===== config.mk =====
export PLATFORM = sky130hd
export DESIGN_NAME = sg_rx_channel
export DESIGN_NICKNAME = d
export VERILOG_FILES = /design/src/rtl/sg_rx_pkg.sv /design/src/rtl/sg_elem_fifo.sv /design/src/rtl/sg_req_split.sv /design/src/rtl/sg_rx_channel.sv
export SDC_FILE = /design/constraint.sdc
export NUM_CORES = 2
export LEC_CHECK = 0
export BUFFER_PORTS_ARGS = -buffer_cell sky130_fd_sc_hd__buf_4
export CAP_MARGIN = 15
export CELL_PAD_IN_SITES_DETAIL_PLACEMENT = 1
export CELL_PAD_IN_SITES_GLOBAL_PLACEMENT = 1
export CORE_ASPECT_RATIO = 1.5
export CORE_MARGIN = 5
export CORE_UTILIZATION = 35
export CTS_BUF_LIST = sky130_fd_sc_hd__clkbuf_4
export CTS_CLUSTER_SIZE = 16
export DETAILED_ROUTE_END_ITERATION = 16
export GPL_ROUTABILITY_DRIVEN = 0
export PLACE_DENSITY_LB_ADDON = 0.2
export SYNTH_ARGS = -nofsm -noshare
export SYNTH_HDL_FRONTEND = slang
export SYNTH_HIERARCHICAL = 1
export SYNTH_SLANG_ARGS = --single-unit

===== constraint.sdc =====
create_clock -name clk -period 11.65 [get_ports clk]
set_input_delay 0.5825 -clock clk [delete_from_list [all_inputs] [get_ports clk]]
set_output_delay 0.5825 -clock clk [all_outputs]
set_load 0.02 [all_outputs]

===== src/rtl/sg_rx_pkg.sv =====
`timescale 1ns/1ps
package sg_rx_pkg;

    typedef struct packed {
        logic [63:0] addr;
        logic [31:0] len;
    } sg_elem_t;

    typedef enum logic [1:0] {
        ST_IDLE,
        ST_LIST_REQ,
        ST_LIST_RX,
        ST_DATA
    } ch_state_e;

    localparam logic [2:0] RA_XFER_LEN = 3'd0;
    localparam logic [2:0] RA_OFF_LAST = 3'd1;
    localparam logic [2:0] RA_LIST_LO  = 3'd2;
    localparam logic [2:0] RA_LIST_HI  = 3'd3;
    localparam logic [2:0] RA_LIST_LEN = 3'd4;

endpackage


===== src/rtl/sg_elem_fifo.sv =====
`timescale 1ns/1ps
module sg_elem_fifo
    import sg_rx_pkg::*;
#(
    parameter int unsigned DEPTH = 4
) (
    input  logic     clk,
    input  logic     rst_n,
    input  logic     clr,
    input  logic     push,
    input  sg_elem_t din,
    input  logic     pop,
    output sg_elem_t dout,
    output logic     empty,
    output logic     full
);
    localparam int unsigned AW = (DEPTH > 1) ? $clog2(DEPTH) : 1;
    localparam int unsigned CW = $clog2(DEPTH + 1);

    typedef struct packed {
        logic [AW-1:0] wr;
        logic [AW-1:0] rd;
        logic [CW-1:0] cnt;
    } ptr_t;

    ptr_t     p_d, p_q;
    sg_elem_t mem [DEPTH];
    logic     do_push, do_pop;

    function automatic logic [AW-1:0] nxt(input logic [AW-1:0] p);
        return (p == AW'(DEPTH - 1)) ? '0 : p + 1'b1;
    endfunction

    assign empty   = (p_q.cnt == '0);
    assign full    = (p_q.cnt == CW'(DEPTH));
    assign do_push = push && !full;
    assign do_pop  = pop && !empty;
    assign dout    = mem[p_q.rd];

    always_comb begin
        p_d = p_q;
        if (clr) begin
            p_d = '0;
        end else begin
            if (do_push) p_d.wr = nxt(p_q.wr);
            if (do_pop)  p_d.rd = nxt(p_q.rd);
            case ({do_push, do_pop})
                2'b10:   p_d.cnt = p_q.cnt + 1'b1;
                2'b01:   p_d.cnt = p_q.cnt - 1'b1;
                default: p_d.cnt = p_q.cnt;
            endcase
        end
    end

    always_ff @(posedge clk) begin
        if (!rst_n) p_q <= '0;
        else        p_q <= p_d;
    end

    always_ff @(posedge clk) begin
        if (do_push && !clr) mem[p_q.wr] <= din;
    end
endmodule


===== src/rtl/sg_req_split.sv =====
`timescale 1ns/1ps
module sg_req_split #(
    parameter int unsigned MAX_REQ_WORDS = 32,
    parameter int unsigned PAGE_BYTES    = 4096,
    localparam int unsigned PG_W         = $clog2(PAGE_BYTES)
) (
    input  logic [PG_W-1:0] page_off,
    input  logic [31:0]     elem_rem,
    input  logic [31:0]     xfer_rem,
    output logic [31:0]     chunk
);
    logic [PG_W:0] edge_bytes;
    logic [31:0]   edge_words;
    logic [31:0]   m0, m1;

    always_comb begin
        edge_bytes = (PG_W+1)'(PAGE_BYTES) - {1'b0, page_off};
        edge_words = 32'(edge_bytes >> 2);
        m0    = (elem_rem < xfer_rem) ? elem_rem : xfer_rem;
        m1    = (m0 < edge_words) ? m0 : edge_words;
        chunk = (m1 < 32'(MAX_REQ_WORDS)) ? m1 : 32'(MAX_REQ_WORDS);
    end
endmodule


===== src/rtl/sg_rx_channel.sv =====
`timescale 1ns/1ps
module sg_rx_channel
    import sg_rx_pkg::*;
#(
    parameter int unsigned MAX_REQ_WORDS = 32,
    parameter int unsigned PAGE_BYTES    = 4096,
    parameter int unsigned FIFO_DEPTH    = 4,
    parameter int unsigned NUM_CH        = 4,
    parameter int unsigned CHAN_ID       = 0
) (
    input  logic              clk,
    input  logic              rst_n,
    input  logic              reg_wr_en,
    input  logic [2:0]        reg_wr_addr,
    input  logic [31:0]       reg_wr_data,
    input  logic              stat_rd_en,
    output logic [NUM_CH-1:0] stat_rd_data,
    output logic              req_valid,
    input  logic              req_ready,
    output logic              req_is_list,
    output logic [63:0]       req_addr,
    output logic [31:0]       req_len,
    input  logic              cpl_valid,
    input  logic [31:0]       cpl_data,
    output logic              out_valid,
    output logic [31:0]       out_data,
    output logic              out_last,
    output logic              irq
);
    localparam int unsigned PG_W = $clog2(PAGE_BYTES);

    typedef struct packed {
        ch_state_e         state;
        logic [31:0]       xfer_len;
        logic              last_flag;
        logic [63:0]       list_addr;
        logic [31:0]       list_len;
        logic [31:0]       list_cnt;
        logic [63:0]       asm_addr;
        logic [31:0]       asm_len;
        logic [63:0]       cur_addr;
        logic [31:0]       cur_rem;
        logic              cur_valid;
        logic [31:0]       req_total;
        logic [31:0]       rx_cnt;
        logic              out_valid;
        logic [31:0]       out_data;
        logic              out_last;
        logic [NUM_CH-1:0] done;
    } ch_regs_t;

    ch_regs_t  s_d, s_q;
    sg_elem_t  fifo_din, fifo_dout;
    logic      fifo_push, fifo_pop, fifo_clr, fifo_empty, fifo_full;
    logic [31:0] chunk;
    logic      more;

    sg_elem_fifo #(.DEPTH(FIFO_DEPTH)) u_fifo (
        .clk   (clk),
        .rst_n (rst_n),
        .clr   (fifo_clr),
        .push  (fifo_push),
        .din   (fifo_din),
        .pop   (fifo_pop),
        .dout  (fifo_dout),
        .empty (fifo_empty),
        .full  (fifo_full)
    );

    sg_req_split #(.MAX_REQ_WORDS(MAX_REQ_WORDS), .PAGE_BYTES(PAGE_BYTES)) u_split (
        .page_off (s_q.cur_addr[PG_W-1:0]),
        .elem_rem (s_q.cur_rem),
        .xfer_rem (s_q.xfer_len - s_q.req_total),
        .chunk    (chunk)
    );

    assign fifo_din = '{addr: s_q.asm_addr, len: s_q.asm_len};
    assign more     = s_q.req_total < s_q.xfer_len;

    always_comb begin
        s_d         = s_q;
        s_d.out_valid = 1'b0;
        s_d.out_last  = 1'b0;
        fifo_push   = 1'b0;
        fifo_pop    = 1'b0;
        fifo_clr    = 1'b0;
        req_valid   = 1'b0;
        req_is_list = 1'b0;
        req_addr    = '0;
        req_len     = '0;

        if (stat_rd_en) s_d.done = '0;

        case (s_q.state)
            ST_IDLE: begin
                if (reg_wr_en) begin
                    case (reg_wr_addr)
                        RA_XFER_LEN: s_d.xfer_len = reg_wr_data;
                        RA_OFF_LAST: s_d.last_flag = reg_wr_data[0];
                        RA_LIST_LO:  s_d.list_addr[31:0] = reg_wr_data;
                        RA_LIST_HI:  s_d.list_addr[63:32] = reg_wr_data;
                        RA_LIST_LEN: begin
                            s_d.list_len = reg_wr_data;
                            if (reg_wr_data != '0 && s_q.xfer_len != '0) begin
                                s_d.state     = ST_LIST_REQ;
                                s_d.list_cnt  = '0;
                                s_d.rx_cnt    = '0;
                                s_d.req_total = '0;
                                s_d.cur_valid = 1'b0;
                                fifo_clr      = 1'b1;
                            end
                        end
                        default: ;
                    endcase
                end
            end
            ST_LIST_REQ: begin
                req_valid   = 1'b1;
                req_is_list = 1'b1;
                req_addr    = s_q.list_addr;
                req_len     = s_q.list_len;
                if (req_ready) s_d.state = ST_LIST_RX;
            end
            ST_LIST_RX: begin
                if (cpl_valid) begin
                    case (s_q.list_cnt[1:0])
                        2'd0: s_d.asm_addr[31:0]  = cpl_data;
                        2'd1: s_d.asm_addr[63:32] = cpl_data;
                        2'd2: s_d.asm_len         = cpl_data;
                        default: fifo_push        = 1'b1;
                    endcase
                    s_d.list_cnt = s_q.list_cnt + 1'b1;
                    if (s_q.list_cnt + 1'b1 == s_q.list_len) s_d.state = ST_DATA;
                end
            end
            default: begin
                if (s_q.cur_valid && more) begin
                    req_valid = 1'b1;
                    req_addr  = s_q.cur_addr;
                    req_len   = chunk;
                    if (req_ready) begin
                        s_d.cur_addr  = s_q.cur_addr + {chunk[29:0], 2'b00};
                        s_d.cur_rem   = s_q.cur_rem - chunk;
                        s_d.req_total = s_q.req_total + chunk;
                        s_d.cur_valid = (s_q.cur_rem != chunk);
                    end
                end else if (!s_q.cur_valid && more && !fifo_empty) begin
                    fifo_pop      = 1'b1;
                    s_d.cur_addr  = fifo_dout.addr;
                    s_d.cur_rem   = fifo_dout.len;
                    s_d.cur_valid = (fifo_dout.len != '0);
                end
                if (cpl_valid) begin
                    s_d.out_valid = 1'b1;
                    s_d.out_data  = cpl_data;
                    s_d.rx_cnt    = s_q.rx_cnt + 1'b1;
                    if (s_q.rx_cnt + 1'b1 == s_q.xfer_len) begin
                        s_d.out_last      = s_q.last_flag;
                        s_d.done[CHAN_ID] = 1'b1;
                        s_d.state         = ST_IDLE;
                        s_d.cur_valid     = 1'b0;
                        fifo_clr          = 1'b1;
                    end
                end
            end
        endcase
    end

    always_ff @(posedge clk) begin
        if (!rst_n) s_q <= '0;
        else        s_q <= s_d;
    end

    assign out_valid    = s_q.out_valid;
    assign out_data     = s_q.out_data;
    assign out_last     = s_q.out_last;
    assign stat_rd_data = s_q.done;
    assign irq          = |s_q.done;
endmodule


==> flow_summary.json <==
{
  "status": "completed",
  "firstDrtPassIters": 5,
  "synth.top_cell.area_share_pct": 26.0,
  "dieArea_um2": 134000,
  "coreArea_um2": 126000,
  "synth.avg_cell_area_um2": 9.72,
  "cp_slowest_cell": "a2111oi_0",
  "synth-main-ff-cell": "dfxtp_1",
  "min_period_ns": 10.63,
  "netlist_area_um2": 44300,
  "cts-htree-levels": 4,
  "cp_max_fo": 20,
  "synth_edf_count": 384,
  "initial_utilization_pct": 35.1,
  "fmax_mhz": 94.1,
  "drv_slew": 0,
  "finalSetupViolCount": 0,
  "hp-class": "in2reg",
  "hold_violations": 0,
  "dr_total_vias": 37900,
  "yosys-top-cells-area": "edfxtp_1 26%, dfxtp_1 21%, nand2_1 6.3%",
  "dp_slack_ns": 0.837,
  "ys_async_sr_fraction_pct": 0,
  "maxCapViolCount": 0,
  "finalCritPeriodShare_pct": 91.2,
  "grt_first_pass_wirelength_mm": 259,
  "finalNonFillerCells": 6745,
  "crit_family": "compound AO/OA/AOI/OAI gates",
  "clkTransAtPathRegs_ns": 0.07,
  "cp_num_buf_inv": 4,
  "dp_cells": 6232,
  "slowest_delay_ns": 0.76,
  "required_ns": 12.74,
  "grt_overflow_total": 0,
  "cts_root_buf": "clkbuf_4",
  "synthCells": 4555,
  "nNetsFinal": 5103,
  "rows": 160,
  "drive_gt1_share_pct": 15.5,
  "grt_usage_pct": 25.9,
  "dp_hpwl_mm": 128,
  "routed_wl_mm": 178,
  "finalCoreUtilization_pct": 40.3,
  "ys_ff_latch": 848,
  "fillCellCount": 14500,
  "die_x_um": 300,
  "numClockSinks": 848,
  "synth.yosys.seq_area_share_pct": 47.0,
  "tns_ns": 0,
  "synthSimpleGateAreaFrac_pct": 16.1,
  "synthXorXnorAreaFrac_pct": 4.09,
  "muxShareOfSynthArea_pct": 5.67,
  "cts_max_path_buffers": 3,
  "io_buffers": 206,
  "antenna_left": 0,
  "area_growth_pct": 15.0,
  "worst_slew_pin_slew_ns": 1.11,
  "cts_setup_buffers": 0,
  "synth.distinct_cells": 106,
  "synth_top_family_by_area": "compound AO/OA/AOI/OAI gates",
  "critPathLaunchType": "flip-flop",
  "power_leakage_uw": 0.0184,
  "critPathCaptureType": "flip-flop",
  "ios": 210,
  "crit_type": "reg2reg",
  "drt_iter0_markers": 2345,
  "synth_compound_area_share_pct": 16.9,
  "cts_buffers": 217,
  "fin_worst_skew_ns": 0.104,
  "cts_tree": "done",
  "grt_max_degree": 85,
  "synth_top_area_cell": "edfxtp_1",
  "critPathMostFrequentCell": "a21oi_1",
  "arrival_ns": 11.71,
  "insertion_delay_ns": 1.22,
  "drc": 0,
  "setup_ws_ns": 1.02,
  "powerDensity_nw_per_um2": 122,
  "slew_headroom_pct": 25.3,
  "rsz0062_at_grt": "no",
  "die_h_um": 446,
  "yosysWarnings": 6,
  "power.total_uw": 6240,
  "max-vdd-ir-drop_uv": 86.6,
  "grt_pass1_vias": 38900,
  "synthAdderAreaFrac_pct": 5.31,
  "via_per_inst": 5.62,
  "antenna_found_initial": 7,
  "detail_route.wl_per_cell_um": 26.4
}
==> path summary, 6_finish.rpt <==
check / start / to / slack [ns] / cells past startpoint
setup / recovery: s_q[424] / s_q[185] / 1.02 / 39
hold / removal: stat_rd_en / stat_rd_data[0] / 0.21 / 4
setup reg to reg: s_q[424] / s_q[185] / 1.02 / 39
hold reg to reg: fifo_din[24] / u_fifo/mem[1][24] / 0.44 / 0
==> worst reg2reg max path: cells and delay by family (launching register included) <==
family,cells,cell delay [ns]
AOI/OAI and AO/OA,23,5.71
xor gates and xnor gates,1,0.20
adders and majority gates,5,1.47
buffers and inverters,4,0.66
DFF,1,0.40
muxes,1,0.55
and+or+nand+nor,5,1.49
==> layer usage <==
layer  vias to the layer above  GRT usage, %  routed length (um)
met5                         -             0                  32
met3                       382          3.81                7830
met4                         4          15.6               11900
li1                      17400             -                   -
met1                     19100          30.3               70000
met2                      1077          44.7               88600
==> power breakdown <==
group          total [uW]  internal (uW)  switching (uW)
registers            3110           3090            15.2
logic                 476            149             327
clock network        2650           1330            1320
==> synth_stat cells, types with 62 or more instances <==
cell type,n
o21ai_0,161
a22o_1,103
buf_4,67
a21o_1,62
nand4_1,75
ha_1,180
xor2_1,71
clkbuf_1,189
nand3_1,107
nor3_1,90
dfxtp_1,464
edfxtp_1,384
nor2_1,231
xnor2_1,136
a21oi_1,499
nand2_1,741
mux4_2,96
inv_1,155
==> metrics by stage <==
step,cell area [um^2],hold WS [ns]
2_1_floorplan,44400,0.437
3_3_place_gp,47100,0.443
3_5_place_dp,47100,0.450
4_1_cts,50900,0.0565
5_1_grt,50900,0.131
6_report,50900,0.215
==> kinds of logic (layout without fill, tap and decap cells) <==
kind of cell	Yosys count	after routing
fa+ha+maj	185	185
simple gates	1534	1534
mux	130	130
compound gates	1171	1171
flops	848	848
buf+inv	478	927
xor+xnor	207	207
other cells	2	42
==> repair_timing <==
item | in CTS | in global routing
hold endpoints to repair | 304 | 0
gates resized for setup | 0 | 1
hold buffers | 94 | 0
setup endpoints to repair | 0 | 1
==> flip-flops by register name, indices dropped and copies added (netlist names), named ones only <==
name / flops
fifo_din: 96
out_data: 32
out_last: 1
out_valid: 1
s_q: 324
stat_rd_data: 1
u_fifo/mem: 384
u_fifo/p_q: 7
==> layout make-up <==
cell class              count  area [um^2]  share of cell area [%]
diodes                     13         32.5                  0.0639
clock buffers             331         2480                    4.88
clock inverters            74          387                   0.759
inverters                 156          593                    1.16
multi-input cells        3256        21500                    42.2
flip-flops and latches    848        20800                    40.9
well taps                1701         2130                    4.18
repair buffers            366         2980                    5.85
==> layout by cell type (no fill, tap or decap), types with 48 or more instances in the layout <==
| master | n |
|---|---|
| clkinv_1 | 58 |
| clkbuf_4 | 331 |
| buf_4 | 271 |
| inv_1 | 154 |
| a21o_1 | 62 |
| nand2_1 | 740 |
| a21oi_1 | 497 |
| nor2_1 | 226 |
| xor2_1 | 71 |
| nor3_1 | 90 |
| a22o_1 | 103 |
| mux4_2 | 96 |
| o21ai_0 | 161 |
| nand4_1 | 75 |
| nor4_1 | 56 |
| edfxtp_1 | 384 |
| xnor2_1 | 136 |
| ha_1 | 180 |
| dfxtp_1 | 462 |
| nand3_1 | 107 |
| a221oi_1 | 48 |
| dlygate4sd3_1 | 94 |
(Power assumes the default switching activity.)
